==> src/rtl/scanline_irq_pkg.sv <==
package scanline_irq_pkg;
  // Register selected by a write strobe
  typedef enum logic [1:0] {
    SEL_NONE = 2'd0,
    SEL_LO   = 2'd1,
    SEL_HI   = 2'd2,
    SEL_CTL  = 2'd3
  } wr_sel_e;

  localparam int unsigned DEF_LINE_LEN = 341;
  localparam int unsigned DEF_STEP     = 3;
endpackage

==> src/rtl/scanline_irq_decode.sv <==
module scanline_irq_decode
  import scanline_irq_pkg::*;
#(
  parameter int unsigned ADDR_W   = 16,
  parameter int unsigned DATA_W   = 8,
  parameter int unsigned RELOAD_W = 8,
  parameter int unsigned EN_BIT   = 1,
  parameter logic [ADDR_W-1:0] ADDR_LO  = 16'hF000,
  parameter logic [ADDR_W-1:0] ADDR_HI  = 16'hF004,
  parameter logic [ADDR_W-1:0] ADDR_CTL = 16'hF008
) (
  input  logic                clk,
  input  logic                rst_n,
  input  logic                wr_en,
  input  logic [ADDR_W-1:0]   wr_addr,
  input  logic [DATA_W-1:0]   wr_data,
  output logic [RELOAD_W-1:0] reload_q,
  output logic                run_q,
  output logic                restart,
  output logic                ack
);
  localparam int unsigned NIB = RELOAD_W / 2;

  wr_sel_e sel;

  always_comb begin
    sel = SEL_NONE;
    if (wr_en) begin
      if (wr_addr == ADDR_LO)       sel = SEL_LO;
      else if (wr_addr == ADDR_HI)  sel = SEL_HI;
      else if (wr_addr == ADDR_CTL) sel = SEL_CTL;
    end
  end

  assign restart = (sel == SEL_CTL);
  assign ack     = (sel != SEL_NONE);

  always_ff @(posedge clk or negedge rst_n) begin
    if (!rst_n) begin
      reload_q <= '0;
      run_q    <= 1'b0;
    end else begin
      case (sel)
        SEL_LO:  reload_q[NIB-1:0]        <= wr_data[NIB-1:0];
        SEL_HI:  reload_q[RELOAD_W-1:NIB] <= wr_data[NIB-1:0];
        SEL_CTL: run_q                    <= wr_data[EN_BIT];
        default: ;
      endcase
    end
  end

  logic unused_data;
  assign unused_data = ^wr_data[DATA_W-1:NIB];
endmodule

==> src/rtl/scanline_irq_prescale.sv <==
module scanline_irq_prescale #(
  parameter int unsigned PRE_W    = 9,
  parameter int unsigned LINE_LEN = 341,
  parameter int unsigned STEP     = 3
) (
  input  logic             clk,
  input  logic             rst_n,
  input  logic             tick,
  input  logic             run,
  input  logic             clear,
  output logic [PRE_W-1:0] pre_q,
  output logic             line_step
);
  localparam int unsigned SUM_W = PRE_W + 1;
  localparam logic [SUM_W-1:0] LEN_V  = SUM_W'(LINE_LEN);
  localparam logic [SUM_W-1:0] STEP_V = SUM_W'(STEP);

  logic             adv;
  logic [SUM_W-1:0] sum;
  logic             wrap;
  logic [SUM_W-1:0] wrapped;

  assign adv       = tick && run && !clear;
  assign sum       = {1'b0, pre_q} + STEP_V;
  assign wrap      = (sum >= LEN_V);
  assign wrapped   = sum - LEN_V;
  assign line_step = adv && wrap;

  always_ff @(posedge clk or negedge rst_n) begin
    if (!rst_n) begin
      pre_q <= '0;
    end else if (clear) begin
      pre_q <= '0;
    end else if (adv) begin
      pre_q <= wrap ? wrapped[PRE_W-1:0] : sum[PRE_W-1:0];
    end
  end
endmodule

==> src/rtl/scanline_irq_count.sv <==
module scanline_irq_count #(
  parameter int unsigned CNT_W = 8
) (
  input  logic             clk,
  input  logic             rst_n,
  input  logic             step,
  input  logic             reload,
  input  logic [CNT_W-1:0] reload_val,
  output logic [CNT_W-1:0] cnt_q,
  output logic             carry
);
  localparam logic [CNT_W-1:0] TOP = '1;

  assign carry = step && !reload && (cnt_q == TOP);

  always_ff @(posedge clk or negedge rst_n) begin
    if (!rst_n) begin
      cnt_q <= '0;
    end else if (reload || carry) begin
      cnt_q <= reload_val;
    end else if (step) begin
      cnt_q <= cnt_q + 1'b1;
    end
  end
endmodule

==> src/rtl/scanline_irq_timer.sv <==
module scanline_irq_timer
  import scanline_irq_pkg::*;
#(
  parameter int unsigned ADDR_W   = 16,
  parameter int unsigned DATA_W   = 8,
  parameter int unsigned CNT_W    = 8,
  parameter int unsigned PRE_W    = 9,
  parameter int unsigned LINE_LEN = DEF_LINE_LEN,
  parameter int unsigned STEP     = DEF_STEP,
  parameter logic [ADDR_W-1:0] ADDR_LO  = 16'hF000,
  parameter logic [ADDR_W-1:0] ADDR_HI  = 16'hF004,
  parameter logic [ADDR_W-1:0] ADDR_CTL = 16'hF008
) (
  input  logic              clk,
  input  logic              rst_n,
  input  logic              cpu_tick,
  input  logic              wr_en,
  input  logic [ADDR_W-1:0] wr_addr,
  input  logic [DATA_W-1:0] wr_data,
  output logic              irq
);
  logic [CNT_W-1:0] reload_q;
  logic             run_q;
  logic             restart;
  logic             ack;
  logic [PRE_W-1:0] pre_q;
  logic             line_step;
  logic [CNT_W-1:0] cnt_q;
  logic             carry;
  logic             irq_q;

  scanline_irq_decode #(
    .ADDR_W(ADDR_W), .DATA_W(DATA_W), .RELOAD_W(CNT_W), .EN_BIT(1),
    .ADDR_LO(ADDR_LO), .ADDR_HI(ADDR_HI), .ADDR_CTL(ADDR_CTL)
  ) u_decode (
    .clk(clk), .rst_n(rst_n), .wr_en(wr_en), .wr_addr(wr_addr),
    .wr_data(wr_data), .reload_q(reload_q), .run_q(run_q),
    .restart(restart), .ack(ack)
  );

  scanline_irq_prescale #(
    .PRE_W(PRE_W), .LINE_LEN(LINE_LEN), .STEP(STEP)
  ) u_prescale (
    .clk(clk), .rst_n(rst_n), .tick(cpu_tick), .run(run_q),
    .clear(restart), .pre_q(pre_q), .line_step(line_step)
  );

  scanline_irq_count #(
    .CNT_W(CNT_W)
  ) u_count (
    .clk(clk), .rst_n(rst_n), .step(line_step), .reload(restart),
    .reload_val(reload_q), .cnt_q(cnt_q), .carry(carry)
  );

  // Overflow wins over a simultaneous acknowledge
  always_ff @(posedge clk or negedge rst_n) begin
    if (!rst_n)     irq_q <= 1'b0;
    else if (carry) irq_q <= 1'b1;
    else if (ack)   irq_q <= 1'b0;
  end

  assign irq = irq_q;
endmodule

==> config.mk <==
export PLATFORM = sky130hd
export DESIGN_NAME = scanline_irq_timer
export DESIGN_NICKNAME = d
export VERILOG_FILES = /design/src/rtl/scanline_irq_pkg.sv /design/src/rtl/scanline_irq_decode.sv /design/src/rtl/scanline_irq_prescale.sv /design/src/rtl/scanline_irq_count.sv /design/src/rtl/scanline_irq_timer.sv
export SDC_FILE = /design/constraint.sdc
export NUM_CORES = 1
export LEC_CHECK = 0
export ABC_AREA = 0
export BUFFER_PORTS_ARGS = -buffer_cell sky130_fd_sc_hd__buf_4
export CAP_MARGIN = 25
export CELL_PAD_IN_SITES_DETAIL_PLACEMENT = 0
export CELL_PAD_IN_SITES_GLOBAL_PLACEMENT = 2
export CORE_UTILIZATION = 38
export DETAILED_ROUTE_END_ITERATION = 10
export GPL_TIMING_DRIVEN = 0
export PLACE_DENSITY = 0.91
export SLEW_MARGIN = 25
export SYNTH_ARGS = -nofsm -noshare
export SYNTH_HDL_FRONTEND = slang
export SYNTH_SLANG_ARGS = --single-unit
export TNS_END_PERCENT = 10
==> constraint.sdc <==
create_clock -name clk -period 3.7 [get_ports clk]
set_input_delay 0.37 -clock clk [delete_from_list [all_inputs] [get_ports clk]]
set_output_delay 0.37 -clock clk [all_outputs]
set_load 0.01 [all_outputs]
==> flow_summary.ini <==
[detailed_routing]
route.detailed.drc = 0
drt_iter0_markers = 75
routedWlPerCell_um = 15.45
drt-vias-per-instance = 5.639
antenna_left = 0
firstDrtPassIters = 4
totalWireLength_um = 5437
vias = 1985

[floorplanning]
placementRows = 27
fp.dieH_um = 78.15
die-area_sq_mm = 0.006107
die_w_um = 78.15
start_util_pct = 39.77
core_area_sq_mm = 0.005540
io_pins = 29

[worst_setup_path]
r2r-start = u_prescale.pre_q[0]
required_ps = 3880
end_kind = flip-flop
critPathLaunchType = flip-flop
worstSetupPathType = reg2reg
critPathMaxStageDelay_ps = 460
crit_fanout = 8
reg2reg_slack_ps = 770
path_cells = inv_1 > ha_1 > buf_4 > nand2b_4 > nor2_1 > o221a_2 > o21a_2 > o2111ai_1 > and4_1 > a211o_1
reg2reg_depth = 10
cp.depth = 10
worstPathArrival_ps = 3110
cp_slowest_cell = dfrtp_1
cp_num_buf_inv = 2
r2r_end = u_count.cnt_q[0]
cpLargestDelayFamily = compound AO/OA/AOI/OAI gates

[power]
power_density_mw_per_mm2 = 200.3
power_frac_comb_pct = 6.4
netSwitchingPower_uw = 116.6
max-vdd-ir-drop_v = 0.0001641
switching_share_pct = 22.99
p_seq_share_pct = 58.2
pwr-share-clk_pct = 35.5
leakage_uw = 0.001120
p_int_uw = 390.7

[finish]
regArea_sq_um = 675.6
synthToLayoutAreaGrowth_pct = 14.93
num_antenna_cells = 0
final_nets = 315
utilization_pct = 45.71
n_fill_cell = 566
final_cell_mix = nand2_1 (32), dfrtp_1 (27), buf_4 (26)
final_common_cell = nand2_1
multi_input_area_sq_mm = 0.001389
drive_above_1_share_pct = 23.93

[min_path]
hp-class = in2reg
hold_depth = 3
min_from = wr_data[2]
whs_endpoint = u_decode.reload_q[6]

[timing]
setup_tns_ps = 0
rsz0062_at_grt = false
fmax_mhz = 341.2
setup_viol = 0
drv_slew = 0
min_period_over_period_pct = 79.22
final-hold-violation-count = 0
clock_skew_ps = 9.942
worst_pin_slew_ps = 587.5
period_minus_slack_ps = 2931
slew_headroom_pct = 60.80

[run_status]
status = finished, final reports clean

[grt]
grt_pass1_wl_um = 9177
grt_max_degree = 28
antenna_found_initial = 0
grt_overflow = 0
grt.total_usage_pct = 18.77
grt_pass1_vias = 1919

[placement]
place_hpwl_um = 4024
place_congestion = 0.8554
io_buffer_count = 24

[logic_synthesis]
ys_seq_area_share_pct = 30.66
syn_area_per_cell_sq_um = 8.778
syn-cell-area_sq_mm = 0.002203
yosysWarnings = 0
ys_ff_latch = 27
async_flop_share_pct = 100.0
synth_edf_count = 0
synthCells = 251
syn_nets = 285
synth_ff_type = dfrtp_1
ys_types = 66
netlist.area_leader.share_pct = 30.66
yosysTopAreaCell = dfrtp_1
ys_top_cells_by_area = dfrtp_1 (31%), nand2_1 (5.5%), mux2_2 (3.6%)

[clock_network]
cts.sinks = 27
cts_tree = done
clkTransAtPathRegs_ps = 110
h-tree-depth = 1
cts_inserted_buffers = 3
clkLatencyLatePin_ps = 280
cts_buffer_depth = 2
root_buffer = clkbuf_8

[run]
cap_violations = 0
==> Yosys cell counts (5+ instances only) <==
cell type  number
nand2_1        32
dfrtp_1        27
nor2_1         18
a21oi_1        11
inv_1          11
o21ai_0        11
nand3_1         9
a31oi_1         7
mux2_2          7
mux2i_1         7
clkbuf_1        6
ha_1            6
nand4_1         6
xnor2_1         6
nor3_1          5
==> sequential cells by signal (all words and copies together), names as in the netlist <==
name / count
irq: 1
u_count.cnt_q: 8
u_decode.reload_q: 8
u_decode.run_q: 1
u_prescale.pre_q: 9
==> kinds of logic after synthesis <==
family	Yosys count	synth area share, %
flops	27	30.66
compound gates	71	25.16
fa+ha+maj	6	3.407
simple gates	99	24.19
xor+xnor	8	3.521
buf+inv	26	6.303
mux	14	6.758
==> worst max-delay path by stage <==
| stage | startpoint | end | slack (ps) |
|---|---|---|---|
| floorplan | u_prescale.pre_q[0] | u_count.cnt_q[0] | 1230 |
| global placement | u_prescale.pre_q[0] | u_count.cnt_q[0] | 780 |
| detailed placement | u_prescale.pre_q[0] | u_count.cnt_q[0] | 790 |
| CTS | u_prescale.pre_q[0] | u_count.cnt_q[0] | 780 |
| global route | u_prescale.pre_q[0] | u_count.cnt_q[0] | 510 |
| finish | u_prescale.pre_q[0] | u_count.cnt_q[0] | 770 |
==> power by group through the flow <==
stage	sequential (uW)	combinational (uW)	clock, uW
after floorplan	301	5.00	0
after global placement	301	32.0	0
after detailed placement	301	32.1	0
after CTS	295	32.9	186
after global routing	295	35.6	192
final	295	32.2	180
==> layer usage <==
| metal | vias up | track usage (%) | routed length [um] | share of wire (%) |
|---|---|---|---|---|
| met5 | - | 0 | 0 | 0 |
| met4 | 0 | 5.185 | 57 | 1.0 |
| met3 | 6 | 1.744 | 184 | 3.4 |
| met2 | 48 | 32.46 | 2644 | 49 |
| met1 | 940 | 24.89 | 2551 | 47 |
| li1 | 991 | - | - | - |
==> worst min-delay path: stages <==
cell	delay, ps
buf_4	90
nand2_1	40
o21ai_0	50
==> metrics by stage <==
stage	total power, uW	instance area [sq um]	instances	setup slack [ps]	hold slack (ps)
2_1_floorplan	306.1	2203	251	1232	74.41
3_3_place_gp	332.9	2474	347	782.7	308.3
3_5_place_dp	333.1	2474	347	785.2	310.2
4_1_cts	514.7	2532	352	776.1	292.7
5_1_grt	523.1	2532	352	507.4	300.8
6_report	507.3	2532	352	769.0	298.8
==> final cells by class <==
cell class                 instances  area share, %
inverter                          11          1.630
tap                               72          3.557
timing repair buffer              25          7.510
multi-input combinational        198          54.84
clock inverter                     1         0.2964
sequential                        27          26.68
clock buffer                       3          1.630
buffer                            15          3.854
==> what timing repair did <==
item	CTS	global route
hold buffers	1	0
resized for setup	0	0
setup buffers	0	0
hold endpoints to repair	16	0
(Power assumes the default switching activity.)
